<file path="config.mk">
export PLATFORM = sky130hd
export DESIGN_NAME = prec_exc_ctrl
export DESIGN_NICKNAME = d
export VERILOG_FILES = /design/src/rtl/prec_exc_pkg.sv /design/src/rtl/exc_age_arb.sv /design/src/rtl/exc_kill_track.sv /design/src/rtl/exc_vector.sv /design/src/rtl/exc_state_regs.sv /design/src/rtl/prec_exc_ctrl.sv
export SDC_FILE = /design/constraint.sdc
export NUM_CORES = 1
export LEC_CHECK = 0
export ABC_AREA = 1
export BUFFER_PORTS_ARGS = -buffer_cell sky130_fd_sc_hd__buf_2
export CORE_MARGIN = 2
export CORE_UTILIZATION = 40
export DETAILED_ROUTE_END_ITERATION = 8
export PLACE_DENSITY = 0.87
export SYNTH_ARGS = -nofsm -noshare
export SYNTH_HDL_FRONTEND = slang
export SYNTH_SLANG_ARGS = --single-unit
</file>
<file path="constraint.sdc">
create_clock -name clk_i -period 1.71 [get_ports clk_i]
set_clock_uncertainty 0.15 [all_clocks]
set_input_delay 0.0855 -clock clk_i [delete_from_list [all_inputs] [get_ports clk_i]]
set_output_delay 0.0855 -clock clk_i [all_outputs]
set_load 0.02 [all_outputs]
</file>
<file path="src/rtl/prec_exc_pkg.sv">
package prec_exc_pkg;
  typedef enum logic {
    CAUSE_UNDEF = 1'b0,
    CAUSE_OVF   = 1'b1
  } exc_cause_e;

  // source index order = age order; highest index is the oldest stage
  localparam int unsigned SRC_ID = 0;
  localparam int unsigned SRC_EX = 1;
  localparam int unsigned NUM_SRC = 2;
endpackage

</file>
<file path="src/rtl/exc_age_arb.sv">
module exc_age_arb #(
  parameter int unsigned N = 2
) (
  input  logic [N-1:0] req_i,
  output logic [N-1:0] gnt_o,
  output logic         any_o
);
  always_comb begin
    gnt_o = '0;
    for (int i = 0; i < N; i++) begin
      if (req_i[i]) begin
        gnt_o    = '0;
        gnt_o[i] = 1'b1;   // later (older) index overrides
      end
    end
    any_o = |req_i;
  end
endmodule

</file>
<file path="src/rtl/exc_kill_track.sv">
module exc_kill_track (
  input  logic clk_i,
  input  logic rst_ni,
  input  logic commit_i,
  input  logic br_flush_i,
  output logic kill_id_q_o,
  output logic kill_ex_q_o
);
  // pipeline advances every cycle: what was squashed in IF/ID now sits in ID/EX
  always_ff @(posedge clk_i or negedge rst_ni) begin
    if (!rst_ni) begin
      kill_id_q_o <= 1'b0;
      kill_ex_q_o <= 1'b0;
    end else begin
      kill_id_q_o <= commit_i | br_flush_i;
      kill_ex_q_o <= commit_i;
    end
  end
endmodule

</file>
<file path="src/rtl/exc_vector.sv">
module exc_vector #(
  parameter int unsigned    PC_W          = 32,
  parameter logic [PC_W-1:0] FIXED_HANDLER = 32'h8000_0180,
  parameter logic [PC_W-1:0] VEC_BASE      = 32'hC000_0000,
  parameter int unsigned    VEC_SHIFT     = 5
) (
  input  logic                     vector_mode_i,
  input  prec_exc_pkg::exc_cause_e cause_i,
  output logic [PC_W-1:0]          handler_o
);
  logic [PC_W-1:0] offset;

  always_comb begin
    offset    = PC_W'(cause_i) << VEC_SHIFT;
    handler_o = vector_mode_i ? (VEC_BASE + offset) : FIXED_HANDLER;
  end
endmodule

</file>
<file path="src/rtl/exc_state_regs.sv">
module exc_state_regs #(
  parameter int unsigned PC_W = 32
) (
  input  logic                     clk_i,
  input  logic                     rst_ni,
  input  logic                     commit_i,
  input  logic [PC_W-1:0]          pc_i,
  input  prec_exc_pkg::exc_cause_e cause_i,
  output logic [PC_W-1:0]          epc_o,
  output logic                     cause_o
);
  always_ff @(posedge clk_i or negedge rst_ni) begin
    if (!rst_ni) begin
      epc_o   <= '0;
      cause_o <= 1'b0;
    end else if (commit_i) begin
      epc_o   <= pc_i;
      cause_o <= cause_i;
    end
  end
endmodule

</file>
<file path="src/rtl/prec_exc_ctrl.sv">
module prec_exc_ctrl
  import prec_exc_pkg::*;
#(
  parameter int unsigned    PC_W          = 32,
  parameter logic [PC_W-1:0] FIXED_HANDLER = 32'h8000_0180,
  parameter logic [PC_W-1:0] VEC_BASE      = 32'hC000_0000,
  parameter int unsigned    VEC_SHIFT     = 5
) (
  input  logic            clk_i,
  input  logic            rst_ni,
  input  logic            vector_mode_i,
  input  logic            id_valid_i,
  input  logic            id_undef_i,
  input  logic [PC_W-1:0] id_pc_i,
  input  logic            ex_valid_i,
  input  logic            ex_ovf_i,
  input  logic [PC_W-1:0] ex_pc_i,
  input  logic            br_flush_i,
  input  logic [PC_W-1:0] br_target_i,
  output logic            exc_commit_o,
  output logic            redirect_valid_o,
  output logic [PC_W-1:0] redirect_pc_o,
  output logic            nullify_if_o,
  output logic            nullify_id_o,
  output logic            nullify_ex_o,
  output logic [PC_W-1:0] epc_o,
  output logic            cause_o
);
  logic [NUM_SRC-1:0] req, gnt;
  logic               any_req;
  logic               kill_id_q, kill_ex_q;
  exc_cause_e         sel_cause;
  logic [PC_W-1:0]    sel_pc;
  logic [PC_W-1:0]    handler;

  // flags from bubbles created last cycle are dropped
  assign req[SRC_ID] = id_valid_i & id_undef_i & ~kill_id_q;
  assign req[SRC_EX] = ex_valid_i & ex_ovf_i   & ~kill_ex_q;

  exc_age_arb #(.N(NUM_SRC)) u_arb (
    .req_i (req),
    .gnt_o (gnt),
    .any_o (any_req)
  );

  exc_kill_track u_kill (
    .clk_i       (clk_i),
    .rst_ni      (rst_ni),
    .commit_i    (any_req),
    .br_flush_i  (br_flush_i),
    .kill_id_q_o (kill_id_q),
    .kill_ex_q_o (kill_ex_q)
  );

  always_comb begin
    sel_cause = gnt[SRC_EX] ? CAUSE_OVF : CAUSE_UNDEF;
    sel_pc    = gnt[SRC_EX] ? ex_pc_i   : id_pc_i;
  end

  exc_vector #(
    .PC_W          (PC_W),
    .FIXED_HANDLER (FIXED_HANDLER),
    .VEC_BASE      (VEC_BASE),
    .VEC_SHIFT     (VEC_SHIFT)
  ) u_vec (
    .vector_mode_i (vector_mode_i),
    .cause_i       (sel_cause),
    .handler_o     (handler)
  );

  exc_state_regs #(.PC_W(PC_W)) u_regs (
    .clk_i    (clk_i),
    .rst_ni   (rst_ni),
    .commit_i (any_req),
    .pc_i     (sel_pc),
    .cause_i  (sel_cause),
    .epc_o    (epc_o),
    .cause_o  (cause_o)
  );

  always_comb begin
    exc_commit_o     = any_req;
    redirect_valid_o = any_req | br_flush_i;
    redirect_pc_o    = any_req ? handler : br_target_i;  // exception beats branch
    nullify_if_o     = any_req | br_flush_i;
    nullify_id_o     = any_req;
    nullify_ex_o     = gnt[SRC_EX];   // faulting EX instr loses its own write
  end
endmodule

</file>
# Yosys cells after proc, flatten, opt, wreduce, memory -nomap -nowiden
# Index checks and enable logic that the tools add are counted.
# word_totals
ff_bits,35
inputBits,104
out_inout_bits,70
elab_cells,19
# op_classes
add_sub_neg,1
mux,6
n_bitwise,7
n_reduce_logical,1
# ops
op,n
2-to-1 mux 32 bit,3
"adder 31 x 7 -> 32 bit, first input constant",1
bitwise AND 1 bit,4
2-to-1 mux 1 bit,2
2-to-1 mux 2 bit,1
NOT 1 bit,2
OR reduction 2 bit,1
bitwise OR 1 bit,1

# Depth between registers and ports, before layout
# Gate-level depths: netlist (run 1).
# logic_depth
word_depth,8
mapped_depth,7
depth_no_buf,6

# Modules after synthesis
# A second synthesis (run 1) with hierarchy kept.
# unflattened
hier_cells,400
hier_area_um2,2625.0
# modules_own_cells
module,instances,cells_each,area_each_um2,seq_area_each_um2
exc_state_regs,1,140,1305.0,825.8
prec_exc_ctrl,1,215,992.2,0.0
exc_vector,1,35,244.0,0.0
exc_kill_track,1,5,61.3,50.0
exc_age_arb,1,5,22.5,0.0

# Least setup slack after synthesis (run 1)
# Ideal clock, no wire load.
# synth_path
path_type,reg2out
startpoint,reg u_kill.kill_ex_q_o
endpoint,out nullify_id_o
arrival_ns,1.107
required_ns,1.474
setup_slack_ns,0.367
path_stages_with_launch,6
path_buffers,2
cell_sequence,dfrtp_1 -> inv_2 -> nand3_4 -> nand2_4 -> buf_2 -> buf_4
# synth_between
elab_chain_cells,3
# synth_rtl
element,line_no,rtl
from (decl),exc_kill_track.sv:7,output logic kill_ex_q_o
from (signal assigned),exc_kill_track.sv:16,kill_ex_q_o <= commit_i;
NOT 1 bit,prec_exc_ctrl.sv:38,assign req[SRC_EX] = ex_valid_i & ex_ovf_i & ~kill_ex_q;
bitwise AND 1 bit,prec_exc_ctrl.sv:38,
OR reduction 2 bit,exc_age_arb.sv:16,any_o = |req_i;
to (decl),prec_exc_ctrl.sv:24,"output logic nullify_id_o,"
# No other way between the ends.

# Worst setup path after layout (run 1)
# layout_path
startpoint,reg u_kill.kill_ex_q_o
endpoint,out redirect_pc_o[30]
# layout_between
elab_chain_cells,7
word_cells_on_any_way,8
classes_between,add/sub: 1; mux: 4; bitwise: 2; reduce/logical: 1
# layout_rtl
element,line_no,rtl
NOT 1 bit (*),prec_exc_ctrl.sv:38,
bitwise AND 1 bit (*),prec_exc_ctrl.sv:38,
2-to-1 mux 2 bit,exc_age_arb.sv:11,if (req_i[i]) begin
2-to-1 mux 1 bit,prec_exc_ctrl.sv:56,sel_cause = gnt[SRC_EX] ? CAUSE_OVF : CAUSE_UNDEF;
adder 31 x 7 -> 32 bit,exc_vector.sv:15,handler_o = vector_mode_i ? (VEC_BASE + offset) : FIXED_HANDLER;
2-to-1 mux 32 bit,exc_vector.sv:15,
2-to-1 mux 32 bit (*),prec_exc_ctrl.sv:84,redirect_pc_o = any_req ? handler : br_target_i;
to (decl),prec_exc_ctrl.sv:22,"output logic [PC_W-1:0] redirect_pc_o,"
# Every way passes the cells marked *; elsewhere a longest branch is shown, timed or not.

==> impl_metrics.env, run 1 <==
export IMPL_status="finished, final reports clean"
export IMPL_cts_made_buffers=5
export IMPL_drc=0
export IMPL_peakVddDrop_v=0.000433
export IMPL_cts_path_max_buffers=2
export IMPL_core_area_sq_mm=0.00541
export IMPL_worstReg2RegEnd="u_regs.epc_o[15]$_DFFE_PN0P_"
export IMPL_drive_gt1_frac=0.356
export IMPL_placed_area_sq_mm=0.00307
export IMPL_synth_top_area_frac=0.397
export IMPL_syn_area_per_cell_sq_um=6.66
export IMPL_critPathArrivalTime_ps=1430
export IMPL_timing_rr_start="u_kill.kill_ex_q_o$_DFF_PN0_"
export IMPL_synth_area_sq_mm=0.00220
export IMPL_grt_pass1_vias=2996
export IMPL_layout_setup_ws_ps=44.3
export IMPL_path_delay_family="buffers and inverters"
export IMPL_max_freq_ghz=0.600
export IMPL_clkSinkCount=35
export IMPL_drv_cap=0
export IMPL_placementRows=27
export IMPL_post_route_util=0.694
export IMPL_vias=3157
export IMPL_htree_levels=2
export IMPL_cp_max_fo=46
export IMPL_cp_slowest_stage_delay_ps=340
export IMPL_fin_tns_setup_ps=0
export IMPL_die_width_um=78.2
export IMPL_synth_seq_area_share=0.397
export IMPL_cp_required_ps=1470
export IMPL_ys_types=15
export IMPL_grt_total_usage=0.293
export IMPL_crit_buf_inv=3
export IMPL_antennaDiodeCount=0
export IMPL_slew_violations=0
export IMPL_path_depth=6
export IMPL_crit_path_start="u_kill.kill_ex_q_o$_DFF_PN0_"
export IMPL_synth_area_leaders="dfrtp_1, nand2_1, nand4_1"
export IMPL_reg2reg_slack_ps=270
export IMPL_start_util=0.408
export IMPL_nNetsFinal=650
export IMPL_wl_um=9140
export IMPL_postRouteAntennaNets=0
export IMPL_die_y_um=78.2
export IMPL_synthCells=331
export IMPL_grt_overflow=0
export IMPL_rsz0062_at_grt="true"
export IMPL_worstHoldPathType="primary input to flip-flop"
export IMPL_dr_pass1_iters=6
export IMPL_first_iter_violations=179
export IMPL_cts_tree="done"
export IMPL_dp_slack_ps=249
export IMPL_p_leak_nw=2.30
export IMPL_globalplace_congestion=0.813
export IMPL_wl_per_cell_um=14.8
export IMPL_reg2regPathDepth=6
export IMPL_cellPowerDensity_mw_per_mm2=790
export IMPL_io_pins=174
export IMPL_dieArea_sq_mm=0.00612
export IMPL_ys_warn_count=0
export IMPL_numPortBuffers=173
export IMPL_path_class="flip-flop to output port"
export IMPL_syn2layout_area_growth_pct=70.1
export IMPL_grt_max_degree=47
export IMPL_cp_slowest_cell="dfrtp_1"
export IMPL_finish_instance_area_sq_mm=0.00375
export IMPL_viasPerCell=5.10
export IMPL_synth_fp_nets=435
export IMPL_fin_crit_ps=1670
export IMPL_yosysTopAreaCell="dfrtp_1"
export IMPL_synth_seq_cells=35
export IMPL_worst_pin_slew_ps=786
export IMPL_grt_pass1_wl_um=14000
export IMPL_antenna_found_initial=0
export IMPL_hpwl_um=5170
export IMPL_hold_violations=0
export IMPL_insertion_delay_ps=280
export IMPL_cp_start_kind="flip-flop"
export IMPL_clk_pin_slew_ps=70
export IMPL_setup_viol=0
export IMPL_cts_root_buffer="clkbuf_8"
export IMPL_cp_end_kind="output port"
export IMPL_worstSetupEndpoint="redirect_pc_o[30]"
export IMPL_slew_headroom=0.476
export IMPL_cp_cell_sequence="inv_2 -> nand3_4 -> buf_6 -> nand3_1 -> nand2_1 -> buf_2"
export IMPL_fin_crit_sh=0.974
[sequential cells by signal, summed over array words and instances (netlist names)]
name / count
u_regs.epc_o: 32
u_kill.kill_ex_q_o: 1
u_regs.cause_o: 1
u_kill.kill_id_q_o: 1
[final cells by class]
cell class	count	area [sq um]
fillers	466	1660
multi-input cells	236	1060
well taps	72	90.1
clock buffers	8	100
repair buffers	238	1510
inverters	30	113
flip-flops and latches	35	876
[cells in the final DEF, fill, tap and decap left out]
| cell type | instances |
|---|---|
| buf_2 | 173 |
| clkbuf_8 | 7 |
| nand3_4 | 1 |
| dlygate4sd3_1 | 55 |
| nor2_1 | 27 |
| clkbuf_1 | 1 |
| or2_4 | 1 |
| nand2_4 | 1 |
| dfrtp_1 | 35 |
| nand3b_4 | 1 |
| buf_8 | 1 |
| nand3_1 | 36 |
| inv_1 | 29 |
| buf_4 | 5 |
| inv_2 | 1 |
| nand2_1 | 135 |
| buf_6 | 4 |
| or2_1 | 1 |
| o21ai_1 | 1 |
| nand4_1 | 32 |
[kinds of logic after synthesis]
| family | after synthesis | share of synthesized area |
|---|---|---|
| compound gates | 1 | 0.00227 |
| buf+inv | 60 | 0.124 |
| flops | 35 | 0.397 |
| simple gates | 235 | 0.476 |
[worst register-to-register path, delay by kind of cell, from the launching register on]
kind | cells | cell delay [ps]
flops | 1 | 370
buf+inv | 2 | 400
simple gates | 4 | 460
[routing by layer]
layer | global-route usage | routed length, um
met2 | 0.541 | 4510
met4 | 0.177 | 620
met5 | 0 | 0
met1 | 0.296 | 3100
met3 | 0.0713 | 912
[cell usage after synthesis, drive strengths merged]
| master | n |
|---|---|
| nand3 | 37 |
| inv | 30 |
| nand4 | 32 |
| buf | 27 |
| nand2 | 136 |
| clkbuf | 3 |
| dfrtp | 35 |
| or2 | 2 |
| o21ai | 1 |
| nor2 | 27 |
| nand3b | 1 |
[where the power goes]
part | internal [W] | switching (W) | total (W)
logic | 0.000489 | 0.000750 | 0.00124
registers | 0.000986 | 0.0000845 | 0.00107
clock network | 0.000367 | 0.000286 | 0.000654
[repair_timing]
item | in CTS | in global routing
hold endpoints to repair | 68 | 0
endpoints found under the setup margin | 3 | 21
hold buffers | 55 | 0
resized for setup | 2 | 5
buffers inserted | 0 | 0
[worst min path at each step]
stage                            from                            to  slack (ps)  cells past startpoint
after CTS                 ex_pc_i[27]  u_regs.epc_o[27]$_DFFE_PN0P_         0.2                      5
after detailed placement       rst_ni  u_regs.epc_o[15]$_DFFE_PN0P_          70                      1
after global routing      ex_pc_i[30]  u_regs.epc_o[30]$_DFFE_PN0P_          40                      5
after floorplan                rst_ni  u_kill.kill_ex_q_o$_DFF_PN0_        -360                      0
final                      ex_pc_i[7]   u_regs.epc_o[7]$_DFFE_PN0P_           2                      5
after global placement         rst_ni  u_regs.epc_o[15]$_DFFE_PN0P_          50                      1
[metrics by stage]
stage	total power (W)	std cells	hold slack [ps]
floorplan	0.00175	331	-360
global placement	0.00217	556	49.7
detailed placement	0.00219	556	67.8
CTS	0.00295	619	0.208
global route	0.00312	619	40.2
finish	0.00296	619	2.43
Note: power is estimated with default switching activity, not from simulation.
==> run 2, diff against run 1 <==
--- a/config.mk
+++ b/config.mk
@@ -11,6 +11,7 @@
 export CORE_UTILIZATION = 40
 export DETAILED_ROUTE_END_ITERATION = 8
 export PLACE_DENSITY = 0.87
+export RECOVER_POWER = 100
 export SYNTH_ARGS = -nofsm -noshare
 export SYNTH_HDL_FRONTEND = slang
 export SYNTH_SLANG_ARGS = --single-unit
==> run 2 against run 1 <==
Compared with the run above: die area unchanged; count of clock-buffer cells in the layout unchanged; critical path type unchanged; non-clock buffer count unchanged; clock power about the same; cell count unchanged; critical path depth unchanged.
==> impl_metrics.env, run 2 (synthesized netlist as in run 1, its figures left out) <==
export IMPL_status="finished, final reports clean"
export IMPL_p_leak_nw=2.19
export IMPL_dr_pass1_iters=5
export IMPL_final_common_cell="buf_2"
export IMPL_wl_um=9210
export IMPL_reg2reg_slack_ps=320
export IMPL_htree_levels=2
export IMPL_cp_end_kind="output port"
export IMPL_postRouteAntennaNets=0
export IMPL_fin_tns_setup_ps=0
export IMPL_cellPowerDensity_mw_per_mm2=790
export IMPL_vias=3136
export IMPL_drv_cap=0
export IMPL_cp_start_kind="flip-flop"
export IMPL_core_area_sq_mm=0.00541
export IMPL_finish_instance_area_sq_mm=0.00371
export IMPL_viasPerCell=5.07
export IMPL_wl_per_cell_um=14.9
export IMPL_drive_gt1_frac=0.296
export IMPL_worstReg2RegEnd="u_regs.epc_o[15]$_DFFE_PN0P_"
export IMPL_cts_tree="done"
export IMPL_p_clk_frac=0.224
export IMPL_n_fill_cell=483
export IMPL_critPathArrivalTime_ps=1430
export IMPL_nNetsFinal=650
export IMPL_antennaDiodeCount=0
export IMPL_numPortBuffers=173
export IMPL_cts_made_buffers=5
export IMPL_max_freq_ghz=0.601
export IMPL_fin_crit_ps=1660
export IMPL_setup_viol=0
export IMPL_timing_rr_start="u_kill.kill_ex_q_o$_DFF_PN0_"
export IMPL_cp_max_fo=46
export IMPL_grt_max_degree=47
export IMPL_placed_area_sq_mm=0.00307
export IMPL_cts_path_max_buffers=2
export IMPL_dieArea_sq_mm=0.00612
export IMPL_crit_path_start="u_kill.kill_ex_q_o$_DFF_PN0_"
export IMPL_regMostFlops="u_regs.epc_o"
export IMPL_die_y_um=78.2
export IMPL_grt_overflow=0
export IMPL_multiInputGateArea_sq_mm=0.00106
export IMPL_fin_crit_sh=0.973
export IMPL_drc=0
export IMPL_io_pins=174
export IMPL_start_util=0.408
export IMPL_power_frac_comb=0.409
export IMPL_slew_headroom=0.478
export IMPL_insertion_delay_ps=280
export IMPL_clkSinkCount=35
export IMPL_cts_root_buffer="clkbuf_8"
export IMPL_worst_pin_slew_ps=782
export IMPL_slew_violations=0
export IMPL_globalplace_congestion=0.813
export IMPL_dp_slack_ps=249
export IMPL_grt_total_usage=0.293
export IMPL_p_int_w=0.00180
export IMPL_worstHoldPathType="primary input to flip-flop"
export IMPL_clk_pin_slew_ps=70
export IMPL_cp_required_ps=1470
export IMPL_antenna_found_initial=0
export IMPL_first_iter_violations=184
export IMPL_hpwl_um=5170
export IMPL_p_seq_frac=0.367
export IMPL_grt_pass1_wl_um=14000
export IMPL_hold_violations=0
export IMPL_peakVddDrop_v=0.000432
export IMPL_largest_register_ff_count=32
export IMPL_rsz0062_at_grt="true"
export IMPL_path_class="flip-flop to output port"
export IMPL_die_width_um=78.2
export IMPL_power_switching_w=0.00113
export IMPL_reg2regPathDepth=6
export IMPL_grt_pass1_vias=2996
export IMPL_syn2layout_area_growth_pct=68.2
export IMPL_final_cell_mix="buf_2, nand2_1, dlygate4sd3_1"
export IMPL_register_area_sq_um=876
export IMPL_layout_setup_ws_ps=45.8
export IMPL_placementRows=27
export IMPL_worstSetupEndpoint="redirect_pc_o[30]"
export IMPL_swShare=0.386
==> run 2: cell types whose count changed in the layout (fill, tap and decap cells not counted), sizes merged <==
| cell | previous run | this run |
|---|---|---|
| clkbuf | 8 | 41 |
| buf | 183 | 150 |
==> run 2: cell type report <==
| cell class | count | share of cell area |
|---|---|---|
| multi-input cells | 236 | 0.285 |
| inverters | 30 | 0.0304 |
| clock buffers | 8 | 0.0270 |
| repair buffers | 238 | 0.397 |
| flip-flops and latches | 35 | 0.236 |
| well taps | 72 | 0.0243 |
==> run 2: power groups by stage <==
| stage | logic, W | registers [W] | clock network [W] |
|---|---|---|---|
| 2_1_floorplan | 0.000476 | 0.00128 | 0 |
| 3_3_place_gp | 0.00109 | 0.00108 | 0 |
| 3_5_place_dp | 0.00111 | 0.00108 | 0 |
| 4_1_cts | 0.00121 | 0.00107 | 0.000676 |
| 5_1_grt | 0.00130 | 0.00110 | 0.000691 |
| 6_report | 0.00120 | 0.00108 | 0.000656 |
==> run 2: worst max-delay path: stages, from the launching register on <==
cell	delay [ps]
dfrtp_1	340
inv_2	50
nand3_4	80
buf_6	320
nand3_1	110
nand2_1	80
buf_2	160
==> run 2: through the flow <==
stage / total power, W / util / hold slack, ps / instances
CTS: 0.00295 / 0.691 / 0.208 / 619
detailed placement: 0.00219 / 0.569 / 67.8 / 556
global placement: 0.00217 / 0.569 / 49.7 / 556
finish: 0.00293 / 0.686 / 9.32 / 619
floorplan: 0.00175 / - / -360 / 331
global route: 0.00308 / 0.686 / 40.2 / 619
==> run 2: worst min-delay path by stage <==
stage / startpoint / to / slack, ps / depth (start not counted)
3_3_place_gp: rst_ni / u_regs.epc_o[15]$_DFFE_PN0P_ / 50 / 1
5_1_grt: ex_pc_i[30] / u_regs.epc_o[30]$_DFFE_PN0P_ / 40 / 5
6_report: ex_pc_i[7] / u_regs.epc_o[7]$_DFFE_PN0P_ / 9 / 5
4_1_cts: ex_pc_i[27] / u_regs.epc_o[27]$_DFFE_PN0P_ / 0.2 / 5
2_1_floorplan: rst_ni / u_kill.kill_ex_q_o$_DFF_PN0_ / -360 / 0
3_5_place_dp: rst_ni / u_regs.epc_o[15]$_DFFE_PN0P_ / 70 / 1
==> run 2: per-layer routing <==
metal  part of all wire  vias up  global-route usage
met1               0.34     1366               0.296
met4              0.065        0               0.177
li1                   -     1471                   -
met3               0.10       61              0.0713
met5                  0        -                   0
met2               0.50      238               0.541
==> run 2: what timing repair did <==
action / CTS / global route
buffers inserted: 0 / 0
hold endpoints to repair: 68 / 0
gates resized for setup: 2 / 5
endpoints found under the setup margin: 3 / 21
hold buffers: 55 / 0
